`config.mk`:
```
export PLATFORM = sky130hd
export DESIGN_NAME = serclk_gen
export DESIGN_NICKNAME = d
export VERILOG_FILES = /design/src/rtl/serclk_pkg.sv /design/src/rtl/serclk_sync.sv /design/src/rtl/serclk_rate.sv /design/src/rtl/serclk_ovs.sv /design/src/rtl/serclk_gen.sv
export SDC_FILE = /design/constraint.sdc
export NUM_CORES = 1
export LEC_CHECK = 0
export ABC_CLOCK_PERIOD_IN_PS = 2600
export BUFFER_PORTS_ARGS = -buffer_cell sky130_fd_sc_hd__buf_2
export CAP_MARGIN = 40
export CORE_MARGIN = 1
export CORE_UTILIZATION = 25
export CTS_CLUSTER_SIZE = 25
export DETAILED_ROUTE_END_ITERATION = 8
export PLACE_DENSITY_LB_ADDON = 0.05
export SYNTH_ARGS = -nofsm -noshare
export SYNTH_HDL_FRONTEND = slang
export SYNTH_SLANG_ARGS = --single-unit
```
`constraint.sdc`:
```
create_clock -name clk -period 2.6 [get_ports clk]
set_clock_uncertainty 0.2 [all_clocks]
set_input_delay 0 -clock clk [delete_from_list [all_inputs] [get_ports clk]]
set_output_delay 0 -clock clk [all_outputs]
set_load 0.02 [all_outputs]
```
`src/rtl/serclk_pkg.sv`:
```
package serclk_pkg;

    // registered outputs of the top level
    typedef struct packed {
        logic tog;    // synchronous half-bit toggle
        logic tx_en;  // transmit bit strobe
        logic rx_en;  // receive bit strobe
        logic pin;    // serial clock pin drive
    } top_state_t;

    localparam int DIR_TX = 0;
    localparam int DIR_RX = 1;

endpackage

```
`src/rtl/serclk_sync.sv`:
```
module serclk_sync #(
    parameter int STAGES = 2
) (
    input  logic clk,
    input  logic rst_n,
    input  logic async_in,
    output logic rise,
    output logic fall
);
    localparam int LEN = STAGES + 1;

    typedef struct packed {
        logic [LEN-1:0] chain;
    } sync_state_t;

    sync_state_t st_q, st_d;

    always_comb begin
        st_d       = st_q;
        st_d.chain = {st_q.chain[LEN-2:0], async_in};
    end

    always_ff @(posedge clk or negedge rst_n) begin
        if (!rst_n) st_q <= '0;
        else        st_q <= st_d;
    end

    // last synchroniser stage against one further history flop
    assign rise = st_q.chain[LEN-2] & ~st_q.chain[LEN-1];
    assign fall = ~st_q.chain[LEN-2] & st_q.chain[LEN-1];
endmodule

```
`src/rtl/serclk_rate.sv`:
```
module serclk_rate #(
    parameter int DIV_W      = 12,
    parameter int MIN_RELOAD = 7
) (
    input  logic             clk,
    input  logic             rst_n,
    input  logic [DIV_W-1:0] rate_div,
    input  logic             floor_en,
    output logic             tick,
    output logic             hi_half
);
    localparam logic [DIV_W-1:0] FLOOR = DIV_W'(MIN_RELOAD);

    typedef struct packed {
        logic [DIV_W-1:0] cnt;
    } rate_state_t;

    rate_state_t      st_q, st_d;
    logic [DIV_W-1:0] reload;

    always_comb begin
        reload = rate_div;
        if (floor_en && rate_div < FLOOR) reload = FLOOR;
        st_d = st_q;
        if (st_q.cnt == '0) st_d.cnt = reload;
        else                st_d.cnt = st_q.cnt - 1'b1;
    end

    always_ff @(posedge clk or negedge rst_n) begin
        if (!rst_n) st_q <= '0;
        else        st_q <= st_d;
    end

    assign tick    = (st_q.cnt == '0);
    assign hi_half = (st_q.cnt > (reload >> 1));
endmodule

```
`src/rtl/serclk_ovs.sv`:
```
module serclk_ovs #(
    parameter int RATIO = 16
) (
    input  logic                     clk,
    input  logic                     rst_n,
    input  logic                     en,
    input  logic                     load,
    input  logic [$clog2(RATIO)-1:0] load_val,
    output logic                     wrap,
    output logic                     msb
);
    localparam int                W    = $clog2(RATIO);
    localparam logic [W-1:0]      LAST = W'(RATIO - 1);

    typedef struct packed {
        logic [W-1:0] cnt;
    } ovs_state_t;

    ovs_state_t st_q, st_d;

    always_comb begin
        st_d = st_q;
        if (load) begin
            st_d.cnt = load_val;
        end else if (en) begin
            if (st_q.cnt == LAST) st_d.cnt = '0;
            else                  st_d.cnt = st_q.cnt + 1'b1;
        end
    end

    always_ff @(posedge clk or negedge rst_n) begin
        if (!rst_n) st_q <= '0;
        else        st_q <= st_d;
    end

    assign wrap = en & ~load & (st_q.cnt == LAST);
    assign msb  = st_q.cnt[W-1];
endmodule

```
`src/rtl/serclk_gen.sv`:
```
module serclk_gen
    import serclk_pkg::*;
#(
    parameter int DIV_W       = 12,
    parameter int OVS         = 16,
    parameter int SYNC_RATIO  = 8,
    parameter int SYNC_STAGES = 2
) (
    input  logic             clk,
    input  logic             rst_n,
    input  logic             sync_mode,
    input  logic             is_master,
    input  logic             xfer_act,
    input  logic             tx_ext,
    input  logic             rx_ext,
    input  logic             pin_x16,
    input  logic [DIV_W-1:0] rate_div,
    input  logic             rx_start,
    input  logic             sclk_in,
    output logic             tx_bit_en,
    output logic             rx_bit_en,
    output logic             sclk_out,
    output logic             sclk_oe
);
    localparam int            OVS_W      = $clog2(OVS);
    localparam int            MIN_RELOAD = SYNC_RATIO - 1;
    localparam logic [OVS_W-1:0] MID     = OVS_W'(OVS / 2);

    top_state_t st_q, st_d;

    logic       ext_rise, ext_fall;
    logic       tick, hi_half;
    logic [1:0] dir_ext, dir_en, dir_load, dir_wrap, dir_msb;
    logic       sync_strobe;

    serclk_sync #(.STAGES(SYNC_STAGES)) u_sync (
        .clk      (clk),
        .rst_n    (rst_n),
        .async_in (sclk_in),
        .rise     (ext_rise),
        .fall     (ext_fall)
    );

    serclk_rate #(.DIV_W(DIV_W), .MIN_RELOAD(MIN_RELOAD)) u_rate (
        .clk      (clk),
        .rst_n    (rst_n),
        .rate_div (rate_div),
        .floor_en (sync_mode),
        .tick     (tick),
        .hi_half  (hi_half)
    );

    assign dir_ext = {rx_ext, tx_ext};

    for (genvar g = 0; g < 2; g++) begin : g_dir
        always_comb begin
            dir_en[g]   = ~sync_mode & (dir_ext[g] ? ext_rise : tick);
            dir_load[g] = sync_mode | ((g == DIR_RX) & rx_start);
        end
        serclk_ovs #(.RATIO(OVS)) u_ovs (
            .clk      (clk),
            .rst_n    (rst_n),
            .en       (dir_en[g]),
            .load     (dir_load[g]),
            .load_val (sync_mode ? '0 : MID),
            .wrap     (dir_wrap[g]),
            .msb      (dir_msb[g])
        );
    end

    always_comb begin
        st_d        = st_q;
        sync_strobe = is_master ? (xfer_act & tick & st_q.tog) : ext_fall;
        if (sync_mode) begin
            if (!is_master || !xfer_act) st_d.tog = 1'b0;
            else if (tick)               st_d.tog = ~st_q.tog;
            st_d.tx_en = sync_strobe;
            st_d.rx_en = sync_strobe;
            st_d.pin   = st_d.tog;
        end else begin
            st_d.tog   = 1'b0;
            st_d.tx_en = dir_wrap[DIR_TX];
            st_d.rx_en = dir_wrap[DIR_RX];
            st_d.pin   = pin_x16 ? hi_half : dir_msb[DIR_TX];
        end
        sclk_oe = sync_mode ? is_master : ~(tx_ext | rx_ext);
    end

    always_ff @(posedge clk or negedge rst_n) begin
        if (!rst_n) st_q <= '0;
        else        st_q <= st_d;
    end

    assign tx_bit_en = st_q.tx_en;
    assign rx_bit_en = st_q.rx_en;
    assign sclk_out  = st_q.pin;
endmodule

```
* After elaboration in Yosys (flattened, before gate mapping)
Index checks and enable logic that the tools add are counted.
Cells by class: add/sub/neg operators 3, order comparisons 2, equal/unequal tests 2, mux-type cells 17, bitwise gates (word level) 18, reduce and logical (&&, ||, !) cells 7
Operators with widths (number):
- 4-bit two-way mux | 8
- 12-bit two-way mux | 2
- 12-bit by 11-bit > comparator with 1-bit output | 1
- 12-bit zero test | 1
- 12-bit by 3-bit < comparator with 1-bit output, second input constant | 1
- 12-bit by 1-bit subtractor with 12-bit output, second input constant | 1
- 1-bit bitwise AND | 10
- 4-bit by 1-bit adder with 4-bit output, second input constant | 2
- 4-bit == test, second input constant | 2
- 1-bit two-way mux | 7
- 1-bit inverter | 6
- 2-bit nonzero test | 2
- 1-bit zero test | 2
- 1-bit OR | 2
- 1-bit logical AND | 1
- 1-bit logical OR | 1
Word-level totals: register bits 27, bits of input ports 22, output and inout bits 4, logic and storage cells 57

* Depth between registers and ports, before layout
Gate-level depths: netlist of run 1.
depth after elaboration 7, gate-level depth with buffers 11

* Modules after synthesis
A second synthesis of run 1 with hierarchy kept.
Unflattened totals: cells, all modules 204, area total of the unflattened synthesis 1791.7 um2
By module, submodules not included:
- serclk_rate | instances 1, cells each 118, area each 985.9 um2, seq. area each 300.3 um2
- serclk_ovs | instances 2, cells each 28, area each 242.7 um2, seq. area each 100.1 um2
- serclk_gen | instances 1, cells each 25, area each 230.2 um2, seq. area each 100.1 um2
- serclk_sync | instances 1, cells each 5, area each 90.1 um2, seq. area each 75.1 um2

* Least setup slack after synthesis of run 1
No wires, ideal clock.
path kind register to register, start register u_rate.st_q[0] (netlist name), end register st_q, in the netlist sclk_out, library setup time 0.131 ns, arrival time 2.000 ns, required time 2.269 ns, path slack 0.269 ns, stages on the path, launching flop included 9, buffers on the path 1, period minus slack after synthesis 2.331 ns, cells stage by stage dfrtp_1 inv_1 ha_1 or4b_4 nor4_4 buf_6 xor2_1 and2_1 or3_1
RTL lines:
- start, declared | line serclk_rate.sv:18 | rate_state_t st_q, st_d;
- start signal, assigned | line serclk_rate.sv:31 | else st_q <= st_d;
- end signal, assigned | line serclk_gen.sv:91 | else st_q <= st_d;
- end, declared | line serclk_gen.sv:29 | top_state_t st_q, st_d;

==> results of run 1 <==
==> flip-flops by register name, indices dropped and copies added (netlist names) <==
name	cells
u_rate.st_q	12
g_dir.u_ovs.st_q	8
u_sync.st_q	3
rx_bit_en	1
sclk_out	1
st_q	1
tx_bit_en	1
==> cells by family (layout without fill, tap and decap cells) <==
family,Yosys count,count (layout),share of synthesized area
AO/OA/AOI/OAI,46,46,0.160
multiplexers,7,7,0.0505
XOR/XNOR,7,7,0.0359
flip-flops,27,27,0.395
buffers and inverters,18,80,0.0439
adder cells (fa/ha/maj),15,15,0.110
AND/OR/NAND/NOR,61,61,0.204
==> placed cells by master, fill, tap and decap left out, drive strengths merged, types with 3 or more instances in the layout <==
cell type	count
buf	40
dfrtp	27
dlygate4sd3	21
o21ai	17
ha	15
inv	15
nand2	13
nor2	11
a21oi	11
mux2i	7
nor3	6
or3	6
a31oi	5
xnor2	5
nand3	4
a211oi	4
and2	3
clkbuf	3
nor4	3
==> final timing paths <==
check | slack (ns) | cells past startpoint | endpoint
max in group asynchronous | 1.71 | 2 | sclk_out
worst min-delay path | 0.03 | 4 | rx_bit_en
worst min register to register | 0.17 | 0 | u_sync.st_q[1]
min in group asynchronous | 0.06 | 2 | u_rate.st_q[5]
worst max register to register | 0.06 | 9 | sclk_out
worst max-delay path | 0.06 | 9 | sclk_out
==> synthesized netlist by cell type, drive strengths merged (4+ instances only) <==
master  count
nor2       11
dfrtp      27
xnor2       5
mux2i       7
nor3        6
nand3       4
a21oi      11
inv        15
o21ai      17
nand2      13
or3         6
ha         15
a211oi      4
a31oi       5
==> where the power goes <==
part           leakage [uW]  switching, uW  total (uW)  internal [uW]
logic              0.000705           53.4         108           54.7
registers          0.000326           4.38         431            426
clock network     0.0000217            159         268            109
total               0.00105            216         807            590
==> repair_timing <==
item	4_1_cts	5_1_grt
endpoints found under the hold margin	52	0
hold buffers	21	0
setup endpoints to repair	0	5
setup buffers	0	9
gates resized for setup	0	12
==> stage by stage <==
step	hold slack (ns)	instances	setup slack (ns)
final	0.0290	320	0.0637
after global routing	0.0508	320	-0.0239
after CTS	0.00863	311	0.0402
after detailed placement	-0.127	286	-0.0385
after global placement	-0.127	286	0.0460
after floorplan	-0.496	181	0.269
==> final cells by class <==
cell class / count / area (um2) / share of cell area
multi-input combinational: 136 / 1010 / 0.431
sequential: 27 / 676 / 0.289
timing repair buffer: 61 / 452 / 0.193
clock inverter: 1 / 7.51 / 0.00322
clock buffer: 3 / 41.3 / 0.0177
tap: 77 / 96.3 / 0.0413
inverter: 15 / 56.3 / 0.0241
==> per-layer routing <==
metal  global-route usage  part of all wire
met5                    0                 0
met2                0.213              0.47
met1                0.186              0.50
met3               0.0216             0.022
met4               0.0324            0.0094
==> worst reg2reg max path: stages, from the launching register on <==
cell,delay [ns]
dfrtp_1,0.44
inv_2,0.11
ha_4,0.13
or4b_4,0.48
nor4_4,0.26
buf_6,0.16
buf_4,0.11
xor2_1,0.05
and2_1,0.15
or3_1,0.33
==> impl_results.md, run 1 <==
* Status: finished clean
* Async S/R FF share, synth at 1.00
* Top cell type's share of synthesized area at 0.395
* Reg2reg start: u_rate.st_q[1]
* First-pass GRT wire length at roughly 7.6 mm
* Core box area at between 6000 and 7000 um2
* Count of cell types in the netlist at 43
* Via density at a little under 5
* Worst slew margin at 0.563
* Worst EP arrival at between 2 and 3 ns
* Post-synth EDFFs at 0
* CP peak stage delay at between 0.4 and 0.5 ns
* Dominant cell type by area after synthesis: dfrtp_1
* Worst-Skew Late Latency at between 0.2 and 0.3 ns
* Antenna cell count at 0
* Drt drc at 0
* Flops & latches, synth at 27
* Die footprint at slightly above 7000 um2
* Final setup vio count at 0
* Synth Warn # at 0
* Tcrit/Tclk final at 0.975
* Area Growth Syn to Fin at 36.6%
* P_leak at about 0.0011 uW
* DRT iter0 DRCs at 31
* Post-DP HPWL at ~3.2 mm
* Die X at 84.7 um
* CP endpoint kind: register
* Critical Path Start: u_rate.st_q[1]
* H-tree depth at 1
* WP data required at 2.57 ns
* CTS tree: yes
* Largest net degree at the start of global routing at 28
* Synthesized instance count at 181
* PortBufs at 25
* Ys flop type: dfrtp_1
* Initial antenna violation count at 0
* Final Power at 807 uW
* Final instance area at 2330 um2
* Power per cell area at roughly 350 nW/um2
* HP Class: in2reg
* Synthesized Nets at ~220
* Buf+Inv Stages, Crit Path at 3
* Worst-path fanout max at 4
* Max Slew Vio Count at 0
* Clock Sinks at 27
* # fillers at between 600 and 700
* Placed Area at approximately 2000 um2
* Peak supply drop at between 150 and 200 uV
* Max-Cap Viols at 0
* Setup Total Neg Slack at 0 ns
* Drt pass-1 iters at 6
* Final core utilization at 0.361
* Critical Path, Cell by Cell: inv_2 > ha_4 > or4b_4 > nor4_4 > buf_6 > buf_4 > xor2_1 > and2_1 > or3_1
* Wirelength per Cell at about 14 um
* Initial Util at 0.265
* Overall routing resource usage at 0.133
* Max Fclk at between 300 and 400 MHz
* CTS root buffer: clkbuf_8
* Critical-path top delay cell: or4b_4
* CP delay by family, top: simple AND/OR/NAND/NOR gates
* CP Class: reg2reg
* Fin nets at around 280
* Vias at around 1600
* Worst setup SP type: register
* Final hold vios at 0
* CTS buffer count at 3
* Share of cells above drive strength 1 at 0.230
* Antenna Nets Post-Route at 0
* WL final at 4.45 mm
* Max Buffers Root-to-Sink at 2
* Die height at 84.7 um
* Std cell rows at 29
* Area contributors post-synth: dfrtp_1 40%, ha_1 11%, o21ai_0 4.7%
* Clk slew on worst S/H paths at roughly 0.11 ns
* Overflow after GRT at 0
* Worst-margin pin slew at 0.656 ns
* Netlist Area Pre-Place at roughly 1700 um2
* Ports at 26
* Vias in the first global route at roughly 1600
* Fin crit period at roughly 2.5 ns
* Avg Synthesized Cell Area at approximately 9.4 um2
* Placer Congestion at between 0.8 and 0.9
* HP Start: is_master
* Sequential share of the synthesized area at 0.395
Note: power is estimated with default switching activity, not from simulation.
==> run 2, diff against run 1 <==
--- a/config.mk
+++ b/config.mk
@@ -5,9 +5,11 @@
 export SDC_FILE = /design/constraint.sdc
 export NUM_CORES = 1
 export LEC_CHECK = 0
-export ABC_CLOCK_PERIOD_IN_PS = 2600
+export ABC_CLOCK_PERIOD_IN_PS = 2000
 export BUFFER_PORTS_ARGS = -buffer_cell sky130_fd_sc_hd__buf_2
 export CAP_MARGIN = 40
+export CELL_PAD_IN_SITES_DETAIL_PLACEMENT = 0
+export CELL_PAD_IN_SITES_GLOBAL_PLACEMENT = 1
 export CORE_MARGIN = 1
 export CORE_UTILIZATION = 25
 export CTS_CLUSTER_SIZE = 25
==> constraint.sdc (replaced) <==
create_clock -name clk -period 2 [get_ports clk]
set_clock_uncertainty 0.2 [all_clocks]
set_input_delay 0 -clock clk [delete_from_list [all_inputs] [get_ports clk]]
set_output_delay 0 -clock clk [all_outputs]
set_load 0.02 [all_outputs]
==> run 2 against run 1 <==
The run now ends with negative setup slack left. Non-clock buffer count up 28. Critical path depth down 1. Highest routed layer unchanged. Critical path type unchanged. Worst hold slack better by 0.022 ns.
==> impl_results.md, run 2 (same netlist as run 1, synthesis figures left out) <==
* Status: complete, but fails checks
* Failing checks: negative setup slack
* Initial antenna violation count at 0 (unchanged)
* Max-Cap Viols at 0 (unchanged)
* WP data required at 2.00 ns (-0.57 ns)
* Critical Path, Cell by Cell: inv_2 > ha_4 > or4b_4 > nor4_4 > buf_6 > mux2i_4 > or3_4 > a211oi_2
* Drt drc at 0 (unchanged)
* Reg2reg start: u_rate.st_q[0]
* Worst slew margin at 0.565 (+0.00180)
* Share of cells above drive strength 1 at 0.347 (+0.116)
* Ports at 26 (unchanged)
* P_int at 785 uW (+33%)
* Setup ws final at -0.350 ns (-0.414 ns)
* Std cell rows at 29 (unchanged)
* CP Class: reg2reg
* WL final at 5.00 mm (+12%)
* Top flop regs: u_rate.st_q: 12 flops, g_dir.u_ovs.st_q: 8 flops, u_sync.st_q: 3 flops
* Hold Crit Depth at 5 (+1)
* Antenna Nets Post-Route at 0 (unchanged)
* End of the worst register-to-register path: g_dir[1].u_ovs.st_q[2]
* Vias in the first global route at 1713 (+9.5%)
* Post-DP HPWL at 3.53 mm (+9.1%)
* Clk slew on worst S/H paths at 0.11 ns (about the same)
* DRT iter0 DRCs at 36 (+16%)
* CTS buffer count at 3 (unchanged)
* Wirelength per Cell at 14.4 um (+3.2%)
* Overflow after GRT at 0 (unchanged)
* Sequential power share at 0.526 (-0.008)
* CP delay by family, top: simple AND/OR/NAND/NOR gates
* Net Sw Frac at 0.263 (-0.00494)
* CP peak stage delay at 0.48 ns (about the same)
* Overall routing resource usage at 0.149 (+0.0165)
* Hold Path End: u_rate.st_q[2]
* H-tree depth at 1 (unchanged)
* Antenna cell count at 0 (unchanged)
* Die height at 84.7 um (unchanged)
* Final non-filler cell total at 348 (+8.8%)
* First-pass GRT wire length at 8.44 mm (+12%)
* Peak supply drop at 241 uV (+26%)
* Final setup vio count at 23 (+23)
* Max reg flops at 12 (unchanged)
* CTS tree: yes
* Fin nets at 309 (+10%)
* Vias at 1650 (+5.6%)
* Final core utilization at 0.415 (+0.0535)
* Sequential cell area at 676 um2 (unchanged)
* Gate power share at 0.157 (+0.023)
* Core box area at 6460 um2 (unchanged)
* Worst reg2reg path depth at 8 (-1)
* Worst-Skew Late Latency at 0.28 ns (about the same)
* Placed Area at 2150 um2 (+10%)
* Clock Sinks at 27 (unchanged)
* Fin crit period at 2.35 ns (-0.186 ns)
* Worst setup SP type: register
* Via density at 4.74 (-2.9%)
* Initial Util at 0.265 (unchanged)
* Most frequent cells in the layout: 35 x buf_4, 27 x dfrtp_1, 25 x buf_2
* Power per cell area at 397 nW/um2 (+15%)
* Max Buffers Root-to-Sink at 2 (unchanged)
* Placer Congestion at 0.822 (-0.23%)
* # fillers at 639 (-7.1%)
* Tcrit/Tclk final at 1.18 (+0.200)
* Dpl cells at 312 (+9.1%)
* Worst-margin pin slew at 0.653 ns (-0.00270 ns)
* Sw Pwr at 281 uW (+30%)
* Drt pass-1 iters at 6 (unchanged)
* Buf+Inv Stages, Crit Path at 2 (-1)
* Worst EP arrival at 2.35 ns (-0.16 ns)
* Area taken by multi-input logic gates at 1080 um2 (+7.8%)
* Critical-path top delay cell: or4b_4
* Largest net degree at the start of global routing at 28 (unchanged)
* HP Class: in2reg
* Area Growth Syn to Fin at 56.8%
* Die X at 84.7 um (unchanged)
* PortBufs at 25 (unchanged)
* RSZ-0062 raised after global routing: yes
* Biggest register: u_rate.st_q
* Max Slew Vio Count at 0 (unchanged)
* Commonest non-fill, non-tap cell in the layout: buf_4
* Clock Power Share at 0.317 (-0.015)
* Final instance area at 2680 um2 (+15%)
* Die footprint at 7170 um2 (unchanged)
* Final hold vios at 0 (unchanged)
* FF-to-FF setup slack at -0.35 ns (-0.41 ns)
* CP endpoint kind: register
* Max Fclk at 426 MHz (+7.9%)
* HP Start: rate_div[2]
* P_leak at 0.00123 uW (+17%)
* Worst-path fanout max at 4 (unchanged)
* CTS root buffer: clkbuf_8
## run 2: worst max-delay path by stage
stage / start / slack (ns) / cells past startpoint / to
4_1_cts: u_rate.st_q[0] / -0.35 / 9 / g_dir[0].u_ovs.st_q[3]
2_1_floorplan: rate_div[11] / -0.33 / 10 / sclk_out
3_5_place_dp: rate_div[11] / -0.61 / 11 / sclk_out
6_report: u_rate.st_q[0] / -0.35 / 8 / g_dir[1].u_ovs.st_q[2]
3_3_place_gp: rate_div[11] / -0.57 / 11 / sclk_out
5_1_grt: u_rate.st_q[0] / -0.42 / 9 / g_dir[0].u_ovs.st_q[3]
## run 2: what timing repair did
item	in CTS	in global routing
buffers inserted	6	7
pin swaps	7	7
endpoints found under the hold margin	52	0
cloned	1	0
resized for setup	21	17
endpoints found under the setup margin	23	24
hold buffers	21	0
## run 2: final cells by class
cell class                 count  share of cell area
clock buffer                   3              0.0154
clock inverter                 1             0.00280
inverter                      15              0.0210
multi-input combinational    136               0.405
sequential                    27               0.252
tap                           77              0.0359
timing repair buffer          89               0.268
## run 2: per-stage QoR
step	setup slack [ns]	power (uW)	setup TNS (ns)	hold WS (ns)
after floorplan	-0.327	619	-1.41	-0.496
after global placement	-0.565	693	-4.24	-0.119
after detailed placement	-0.612	694	-4.08	-0.120
after CTS	-0.352	1080	-4.45	0.0668
after global routing	-0.422	1130	-6.80	0.0898
final	-0.350	1070	-4.68	0.0509
## run 2: per-layer routing
layer	wire length [um]	vias to the layer above	global-route usage
li1	-	840	-
met1	2400	792	0.208
met2	2410	16	0.245
met3	157	2	0.0177
met4	29	0	0.0370
met5	0	-	0
## run 2: worst min-delay path, stage by stage
cell and delay (ns):
buf_2 0.10, a31oi_1 0.06, and4_1 0.16, nor2_2 0.11
a21oi_1 0.08
## run 2: power by group through the flow
stage	clock network, uW	logic, uW	registers (uW)
after CTS	361	158	560
after global placement	0	123	570
final	338	167	561
after floorplan	0	47.2	572
after global routing	379	185	562
after detailed placement	0	123	571
